$ cat config.mk
export PLATFORM = sky130hd
export DESIGN_NAME = rsg_top
export DESIGN_NICKNAME = d
export VERILOG_FILES = /design/src/rtl/rsg_pkg.sv /design/src/rtl/rsg_lifo.sv /design/src/rtl/rsg_gate.sv /design/src/rtl/rsg_top.sv
export SDC_FILE = /design/constraint.sdc
export NUM_CORES = 1
export LEC_CHECK = 0
export ABC_AREA = 1
export ABC_CLOCK_PERIOD_IN_PS = 2900
export BUFFER_PORTS_ARGS = -buffer_cell sky130_fd_sc_hd__buf_2
export CAP_MARGIN = 40
export CORE_UTILIZATION = 30
export DETAILED_ROUTE_END_ITERATION = 12
export GPL_TIMING_DRIVEN = 1
export PLACE_DENSITY = 0.43
export SLEW_MARGIN = 30
export SYNTH_ARGS = -nofsm -noshare
export SYNTH_HDL_FRONTEND = slang
export SYNTH_SLANG_ARGS = --single-unit
$ cat constraint.sdc
create_clock -name clk -period 2.9 [get_ports clk]
set_clock_uncertainty 0.15 [all_clocks]
set_input_delay 0.58 -clock clk [delete_from_list [all_inputs] [get_ports clk]]
set_output_delay 0.58 -clock clk [all_outputs]
set_load 0.05 [all_outputs]
$ cat src/rtl/rsg_pkg.sv
package rsg_pkg;
  localparam int unsigned STK_DEPTH = 8;
  localparam int unsigned PCW       = 15;
  localparam int unsigned NSRC      = 3;

  typedef enum logic [1:0] {
    SRC_EXT  = 2'd0,
    SRC_TMR0 = 2'd1,
    SRC_TMR1 = 2'd2
  } src_e;
endpackage

$ cat src/rtl/rsg_lifo.sv
module rsg_lifo #(
  parameter int unsigned DEPTH = 8,
  parameter int unsigned PC_W  = 15
) (
  input  logic            clk,
  input  logic            rst,
  input  logic            push_i,
  input  logic            pop_i,
  input  logic [PC_W-1:0] pc_i,
  output logic [PC_W-1:0] tos_o,
  output logic            full_o
);
  localparam int unsigned PTR_W = (DEPTH > 1) ? $clog2(DEPTH) : 1;
  localparam int unsigned CNT_W = $clog2(DEPTH + 1);
  localparam logic [CNT_W-1:0] CNT_MAX = CNT_W'(DEPTH);
  localparam logic [PTR_W-1:0] PTR_MAX = PTR_W'(DEPTH - 1);

  logic [PC_W-1:0]  mem [DEPTH];
  logic [PTR_W-1:0] wp;
  logic [CNT_W-1:0] cnt;
  logic             pop_ok;

  function automatic logic [PTR_W-1:0] p_inc(input logic [PTR_W-1:0] p);
    return (p == PTR_MAX) ? '0 : p + PTR_W'(1);
  endfunction

  function automatic logic [PTR_W-1:0] p_dec(input logic [PTR_W-1:0] p);
    return (p == '0) ? PTR_MAX : p - PTR_W'(1);
  endfunction

  assign pop_ok = pop_i && !push_i && (cnt != '0);

  // storage without reset so it can map onto memory primitives
  always_ff @(posedge clk) begin
    if (push_i) mem[wp] <= pc_i;
  end

  always_ff @(posedge clk) begin
    if (rst) begin
      wp     <= '0;
      cnt    <= '0;
      full_o <= 1'b0;
      tos_o  <= '0;
    end else if (push_i) begin
      wp     <= p_inc(wp);
      if (cnt != CNT_MAX) cnt <= cnt + CNT_W'(1);
      full_o <= (cnt >= CNT_MAX - CNT_W'(1));
      tos_o  <= pc_i;
    end else if (pop_ok) begin
      wp     <= p_dec(wp);
      cnt    <= cnt - CNT_W'(1);
      full_o <= 1'b0;
      tos_o  <= (cnt == CNT_W'(1)) ? '0 : mem[p_dec(p_dec(wp))];
    end
  end

  AST_CNT_BOUND: assert property (@(posedge clk) disable iff (rst)
    cnt <= CNT_MAX);
  AST_FULL_TRACKS_CNT: assert property (@(posedge clk) disable iff (rst)
    full_o == (cnt == CNT_MAX));
  AST_WRAP_KEEPS_FULL: assert property (@(posedge clk) disable iff (rst)
    (full_o && push_i) |=> full_o);
  AST_EMPTY_POP_HOLD: assert property (@(posedge clk) disable iff (rst)
    (cnt == '0 && pop_i && !push_i) |=> (cnt == '0 && $stable(tos_o)));
endmodule

$ cat src/rtl/rsg_gate.sv
module rsg_gate #(
  parameter int unsigned N_SRC = 3
) (
  input  logic                     clk,
  input  logic                     rst,
  input  logic [N_SRC-1:0]         req_i,
  input  logic [N_SRC-1:0]         en_i,
  input  logic                     full_i,
  input  logic                     busy_i,
  input  logic                     reti_i,
  output logic                     fire_o,
  output logic                     ack_o,
  output logic [$clog2(N_SRC)-1:0] ack_id_o,
  output logic [N_SRC-1:0]         pend_o
);
  localparam int unsigned ID_W = $clog2(N_SRC);

  logic [N_SRC-1:0] cand;
  logic [N_SRC-1:0] win;
  logic [ID_W-1:0]  win_id;
  logic             gie;

  assign cand = pend_o & en_i;

  // lowest index wins: scan from the top so the lowest overwrites last
  always_comb begin
    win    = '0;
    win_id = '0;
    for (int i = N_SRC - 1; i >= 0; i--) begin
      if (cand[i]) begin
        win    = '0;
        win[i] = 1'b1;
        win_id = ID_W'(i);
      end
    end
  end

  assign fire_o = gie && !full_i && !busy_i && (cand != '0);

  always_ff @(posedge clk) begin
    if (rst) begin
      pend_o   <= '0;
      gie      <= 1'b1;
      ack_o    <= 1'b0;
      ack_id_o <= '0;
    end else begin
      pend_o <= (pend_o & ~(fire_o ? win : '0)) | req_i;
      ack_o  <= fire_o;
      if (fire_o) begin
        gie      <= 1'b0;
        ack_id_o <= win_id;
      end else if (reti_i) begin
        gie <= 1'b1;
      end
    end
  end

  AST_ACK_NEEDS_ROOM: assert property (@(posedge clk) disable iff (rst)
    ack_o |-> $past(!full_i));
  AST_NO_BACK_TO_BACK: assert property (@(posedge clk) disable iff (rst)
    ack_o |=> !ack_o);
  AST_SINGLE_WINNER: assert property (@(posedge clk) disable iff (rst)
    $onehot0(win));
  AST_QUIET_ON_STROBE: assert property (@(posedge clk) disable iff (rst)
    busy_i |=> !ack_o);
endmodule

$ cat src/rtl/rsg_top.sv
module rsg_top
  import rsg_pkg::*;
#(
  parameter int unsigned DEPTH = STK_DEPTH,
  parameter int unsigned PC_W  = PCW,
  parameter int unsigned N_SRC = NSRC
) (
  input  logic                     clk,
  input  logic                     rst,
  input  logic                     call_i,
  input  logic                     ret_i,
  input  logic                     reti_i,
  input  logic [PC_W-1:0]          pc_i,
  input  logic [N_SRC-1:0]         irq_req_i,
  input  logic [N_SRC-1:0]         irq_en_i,
  output logic [PC_W-1:0]          tos_o,
  output logic                     full_o,
  output logic [N_SRC-1:0]         pend_o,
  output logic                     ack_o,
  output logic [$clog2(N_SRC)-1:0] ack_id_o
);
  logic fire;
  logic push;
  logic pop;
  logic busy;
  logic reti_eff;

  assign busy     = call_i | ret_i | reti_i;
  assign push     = call_i | fire;
  assign pop      = ret_i | reti_i;
  assign reti_eff = reti_i & ~call_i;

  rsg_lifo #(.DEPTH(DEPTH), .PC_W(PC_W)) u_lifo (
    .clk    (clk),
    .rst    (rst),
    .push_i (push),
    .pop_i  (pop),
    .pc_i   (pc_i),
    .tos_o  (tos_o),
    .full_o (full_o)
  );

  rsg_gate #(.N_SRC(N_SRC)) u_gate (
    .clk      (clk),
    .rst      (rst),
    .req_i    (irq_req_i),
    .en_i     (irq_en_i),
    .full_i   (full_o),
    .busy_i   (busy),
    .reti_i   (reti_eff),
    .fire_o   (fire),
    .ack_o    (ack_o),
    .ack_id_o (ack_id_o),
    .pend_o   (pend_o)
  );

  AST_PUSH_SHOWS_PC: assert property (@(posedge clk) disable iff (rst)
    call_i |=> (tos_o == $past(pc_i)));
endmodule

# Word-level counts from Yosys, hierarchy flattened
# Memory sizes are Yosys's and may differ from the RTL's.
# Index checks and enable logic that the tools add are counted.
[classes]
add_sub_neg = 5
mux = 24
n_reduce_logical = 15
order_cmp = 1
n_bitwise = 10
eq_ne = 4
[op_table]
columns = ["cell", "n"]
rows = [
  ["$mux W15", 3],
  ["$mux W3", 9],
  ["$mux W4", 3],
  ["$and A3 B3 Y3", 2],
  ["$logic_not A3 Y1", 2],
  ["$mux W1", 6],
  ["$mux W2", 3],
  ["$sub A3 B1 Y3 const B", 2],
  ["$logic_and A1 B1 Y1", 5],
  ["$add A4 B1 Y4 const B", 1],
  ["$eq A4 B1 Y1 const B", 1],
  ["$ge A4 B3 Y1 const B", 1],
  ["$ne A4 B4 Y1 const B", 1],
  ["$or A1 B1 Y1", 4],
  ["$reduce_bool A2 Y1", 2],
  ["$reduce_bool A4 Y1", 1],
  ["$sub A4 B1 Y4 const B", 1],
  ["$add A3 B1 Y3 const B", 1],
  ["$eq A3 B3 Y1 const B", 1],
  ["$logic_not A1 Y1", 3],
  ["$not A3 Y3", 1],
  ["$or A3 B3 Y3", 1],
  ["$reduce_bool A3 Y1", 1],
  ["$ne A2 B2 Y1 const B", 1],
  ["3 further kinds", 3],
]
[word_totals]
ram_bits = 120
n_memories = 1
input_bits = 26
ff_bits = 30
output_inout_bits = 22
wordCells = 68
[mem_list]
columns = ["memory", "words", "word_bits", "rd", "rd_clocked_by_memory_dff", "wr", "line", "text"]
rows = [
  ["u_lifo.mem", 8, 15, 1, 0, 1, "rsg_lifo.sv:18", "logic [PC_W-1:0] mem [DEPTH];"],
]

# Depth between registers and ports, before layout
[logic_depth]
ltp_word = 11
ltp_mapped = 16
mapped_depth_nobuf = 12

# Cells and area by module
# Synthesis repeated with hierarchy kept, for this count alone.
[unflattened]
cells_unflattened = 731
hier_area_um2 = 6657.6
[modules_own_cells]
columns = ["module", "cells_each", "instances", "seq_area_each_um2", "area_per_inst_um2"]
rows = [
  ["rsg_lifo", 688, 1, 4063.9, 6346.1],
  ["rsg_gate", 37, 1, 140.1, 284.0],
  ["rsg_top", 6, 1, 0.0, 27.5],
]

# Worst setup path after synthesis
# Ideal clock, no wire load.
[synth_path]
kind = "reg2reg"
start = "register u_gate.pend_o[0]"
end = "memory u_lifo.mem[1][0], enable pin"
t_required_ps = 2364
path_slack_ps = 291
synth_period_minus_slack_ps = 2609
arrival_time_ps = 2073
path_buffers = 1
setup_time_ps = 386
stages_incl_launch_ff = 8
path_cell_list = "dfxtp_1 -> nand2_1 -> nand3_1 -> nand2_2 -> nand2_4 -> buf_6 -> nand2_1 -> nor2_1"
[synth_via]
elab_chain_cells = 6
[synth_lines]
columns = ["item", "line", "text"]
rows = [
  ["start: declaration", "rsg_gate.sv:14", "output logic [N_SRC-1:0] pend_o"],
  ["start signal: assignment", "rsg_gate.sv:47", "pend_o <= (pend_o & ~(fire_o ? win : '0)) | req_i;"],
  ["$and A3 B3 Y3", "rsg_gate.sv:23", "assign cand = pend_o & en_i;"],
  ["$reduce_bool A3 Y1", "rsg_gate.sv:38", "assign fire_o = gie && !full_i && !busy_i && (cand != '0);"],
  ["$logic_and A1 B1 Y1", "rsg_gate.sv:38", ""],
  ["$or A1 B1 Y1", "rsg_top.sv:29", "assign push = call_i | fire;"],
  ["$mux W1", "rsg_lifo.sv:35", "if (push_i) mem[wp] <= pc_i;"],
  ["$mux W1 (not written as such)", "rsg_lifo.sv:35", ""],
  ["end: declaration", "rsg_lifo.sv:18", ""],
]
# Every way passes these cells.

# Final worst setup path
[layout_path]
start = "register u_lifo.wp[1]"
end = "register u_lifo.tos_o[1]"
[layout_via]
elab_chain_cells = 8
word_cells_on_any_way = 10
classes_between = "add/sub (2); mux (5); reduce/logical (2); memory (1)"
[layout_lines]
columns = ["item", "line", "text"]
rows = [
  ["start: declaration", "rsg_lifo.sv:19", "logic [PTR_W-1:0] wp;"],
  ["start signal: assignment", "rsg_lifo.sv:45", "wp <= p_inc(wp);"],
  ["start signal: assignment", "rsg_lifo.sv:50", "wp <= p_dec(wp);"],
  ["$sub A3 B1 Y3 / $logic_not A3 Y1 (equally long branches)", "rsg_lifo.sv:28", "return (p == '0) ? PTR_MAX : p - PTR_W'(1);"],
  ["$mux W3 (*)", "rsg_lifo.sv:28", ""],
  ["$sub A3 B1 Y3 / $logic_not A3 Y1 (equally long branches)", "rsg_lifo.sv:28", ""],
  ["$mux W3 (*)", "rsg_lifo.sv:28", ""],
  ["$mem_v2 Z8 W15 (*)", "--", ""],
  ["$mux W15 (*)", "rsg_lifo.sv:53", "tos_o <= (cnt == CNT_W'(1)) ? '0 : mem[p_dec(p_dec(wp))];"],
  ["$mux W15 (*)", "rsg_lifo.sv:49", "end else if (pop_ok) begin"],
  ["$mux W15 (*)", "rsg_lifo.sv:44", "end else if (push_i) begin"],
  ["end signal: assignment", "rsg_lifo.sv:48", "tos_o <= pc_i;"],
  ["end signal: assignment", "rsg_lifo.sv:53", ""],
  ["end: declaration", "rsg_lifo.sv:10", "output logic [PC_W-1:0] tos_o,"],
]
# Mark *: on every way between the ends. The rest lies on a longest branch, timed or not. The select of a mux whose other input is x is not followed.
# A chain may end at the register's enable or synchronous reset.

==> out/qor.csv <==
stage,metric,value,unit
synthesis,netlist_area,0.00724,mm2
detailed_routing,viasPerCell,4.35,
worst_setup_path,rr_worst_depth,13,
detailed_routing,dr.pass1.iters,4,
global_routing,grt_pass1_wl,30.3,mm
clock_tree,htreeDepth,4,
hold_path,hold_end,u_gate.pend_o[2],
global_routing,antenna_found_initial,0,
timing,fin_setup_tns,0,ns
worst_setup_path,crit_path_cell_trace,"inv_1, ha_1, ha_1, inv_2, nand2_4, nand2_4, nand2_1, buf_4, nand2_1, nand2_1, nand2_1, nand3_2, a21oi_2",
synthesis,syn_nets,858,
synthesis,syn-instance-count,823,
worst_setup_path,cp.buffers_inverters,3,
clock_tree,cts_resized,0,
cells_and_area,fillers,2510,
clock_tree,cts_tree,built,
cells_and_area,antennaDiodeCount,0,
cells_and_area,multi_input_area,0.00230,mm2
timing,slew_violations,0,
pwr,ir_worst_vdd,0.000348,V
timing,fin_ws,0.348,ns
clock_tree,cts_hold_buf,0,
worst_setup_path,r2r-end,u_lifo.tos_o[1],
synthesis,ys_warn_count,0,
run_status,outcome,finished clean,
worst_setup_path,critPathKind,reg -> reg,
worst_setup_path,cp_common_cell,nand2_1,
worst_setup_path,worstSetupStartpointType,flip-flop,
floorplan,rows,56,
worst_setup_path,worst_r2r_startpoint,u_lifo.wp[1],
pwr,p_leak,4.00,nW
synthesis,yosysSeqAreaShare,58.1,%
global_routing,track_usage,16.9,%
timing,hold_viol_final,0,
hold_path,min_from,irq_req_i[2],
worst_setup_path,critPathArrivalTime,2.76,ns
global_routing,first_global_vias,5084,
timing,grt_setup_unrepaired,false,
clock_tree,cts.reportedPaths.clkPinSlew,0.07,ns
global_routing,grt_overflow_total,0,
worst_setup_path,required,3.11,ns
timing,fin_crit,2.55,ns
worst_setup_path,critical_path.max_fanout,30,
detailed_routing,routedWlPerCell,16.0,um
global_routing,grt_max_degree,42,
synthesis,ys_types,28,
cells_and_area,syn_to_final_growth,16.8,%
timing,slew_headroom,54.1,%
place,gp_congestion,0.771,
hold_path,holdCritPathClass,in -> reg,
place,portBuffers,47,
detailed_routing,routed_wl,19.4,mm
clock_tree,cts.sinks,150,
timing,fin_crit_sh,88.0,%
detailed_routing,drtAntennaViolNets,0,
clock_tree,post_cts_buffers,0,
hold_path,hold_path_depth,3,
detailed_routing,drc_errors,0,
pwr,p_per_area,793,mW/mm2
clock_tree,numCtsBuffers,17,
detailed_routing,vias,5272,
cells_and_area,seqCellArea,0.00420,mm2
timing,setup_viol,0,
floorplan,die_h,157,um
clock_tree,clockBufferDepth,2,
timing,worstMarginPinSlew,0.688,ns
floorplan,core-area,0.0235,mm2
clock_tree,clkLatencyLatePin,0.43,ns
timing,max_freq,392,MHz
place,hpwl,11.9,mm
synthesis,ys_seq_elements,150,
worst_setup_path,rrSetupSlack,0.35,ns
cells_and_area,final_nets,915,
synthesis,syn_avg_cell_area,8.80,um2
floorplan,die-area,0.0248,mm2
cells_and_area,drive_above_1_share,16.8,%
floorplan,start_util,30.8,%
worst_setup_path,critPathMaxStageDelay,0.37,ns
worst_setup_path,critPathCaptureType,flip-flop,
floorplan,ios,48,
floorplan,die_w,157,um
clock_tree,clock_tree.root_cell,clkbuf_16,
place,place_ws,0.372,ns
run,cap_viol_max_count,0,
worst_setup_path,cp_slowest_cell,dfxtp_1,
worst_setup_path,crit_family,simple AND/OR/NAND/NOR gates,
detailed_routing,drt_iter0_markers,392,
-- worst register-to-register path, delay by kind of cell (launching register included) --
family	cells	cell delay, ns
AND/OR/NAND/NOR	7	0.80
buffers and inverters	3	0.59
flip-flops	1	0.37
adder cells (fa/ha/maj)	2	0.40
AO/OA/AOI/OAI	1	0.16
-- cell usage in the layout, fill, tap and decap left out, types with 4 or more instances in the layout --
master	instances
dfxtp_1	30
edfxtp_1	120
inv_1	140
a21oi_2	10
nand3_2	11
nor2_1	9
nand3_1	54
clkinv_2	6
nand2_1	335
buf_2	47
nand2_4	4
nand4_1	17
clkbuf_16	17
buf_4	26
nor2_2	9
a21oi_1	19
ha_1	9
-- through the flow --
step / hold WS [ns] / instances / instance area (um2) / power [mW] / utilization (%)
6_report: 0.206 / 1212 / 8460 / 6.71 / 35.9
5_1_grt: 0.214 / 1212 / 8460 / 7.13 / 35.9
4_1_cts: 0.196 / 1212 / 8460 / 6.81 / 35.9
3_5_place_dp: 0.304 / 1180 / 7900 / 4.63 / 33.5
3_3_place_gp: 0.301 / 1180 / 7900 / 4.64 / 33.5
2_1_floorplan: 0.337 / 823 / 7240 / 4.01 / -
-- cell usage after synthesis (all sizes together) --
cell | number | area [um2]
nand2 | 342 | 1320
inv | 143 | 539
edfxtp | 120 | 3600
nand3 | 66 | 398
dfxtp | 30 | 601
a21oi | 29 | 183
buf | 28 | 186
nor2 | 19 | 81.3
nand4 | 17 | 106
ha | 9 | 113
clkbuf | 8 | 30.0
o21ai | 3 | 15.0
or2 | 3 | 18.8
xor2 | 3 | 26.3
nand3b | 2 | 15.0
clkinv | 1 | 5.00
-- final cells by class --
class / count / share of cell area (%)
Sequential cell: 150 / 49.7
Multi-Input combinational cell: 493 / 27.1
Inverter: 144 / 6.43
Timing Repair Buffer: 74 / 5.32
Clock buffer: 19 / 5.12
Tap cell: 319 / 4.72
Clock inverter: 13 / 1.58
-- logic make-up after synthesis --
logic type               Yosys count  synth area share (%)
AO/OA/AOI/OAI                     32                  2.73
XOR/XNOR                           3                 0.363
adder cells (fa/ha/maj)            9                  1.55
buffers and inverters            180                  10.5
flip-flops                       150                  58.1
AND/OR/NAND/NOR                  449                  26.8
-- registers in the layout (all words and copies together), names as in the netlist, 2 cells and up --
signal	flops
u_lifo.cnt	4
u_gate.ack_id_o	2
u_lifo.tos_o	15
u_lifo.wp	3
u_lifo.mem	120
u_gate.pend_o	3
-- how the worst max path moves through the flow --
stage | slack, ns | depth (start not counted) | startpoint | end
after floorplan | 0.29 | 7 | u_gate.pend_o[0] | u_lifo.mem[1][0]
after global routing | 0.06 | 13 | u_lifo.wp[1] | u_lifo.tos_o[6]
after CTS | 0.35 | 13 | u_lifo.wp[1] | u_lifo.tos_o[3]
after detailed placement | 0.37 | 13 | u_lifo.wp[1] | u_lifo.tos_o[3]
after global placement | 0.37 | 9 | call_i | u_lifo.mem[3][0]
final | 0.35 | 13 | u_lifo.wp[1] | u_lifo.tos_o[1]
-- report_power, final --
group | switching [mW] | leakage [nW] | internal, mW
sequential | 0.0675 | 1.34 | 2.49
clock | 0.896 | 0.272 | 1.26
combinational | 1.43 | 2.39 | 0.559
-- metal layers --
metal,part of all wire (%),vias up,GRT usage [%]
li1,-,2688,-
met1,49,2465,23.3
met2,45,107,26.9
met3,5.2,12,3.36
met4,1.0,0,4.25
met5,0,-,0
(Power assumes the default switching activity.)
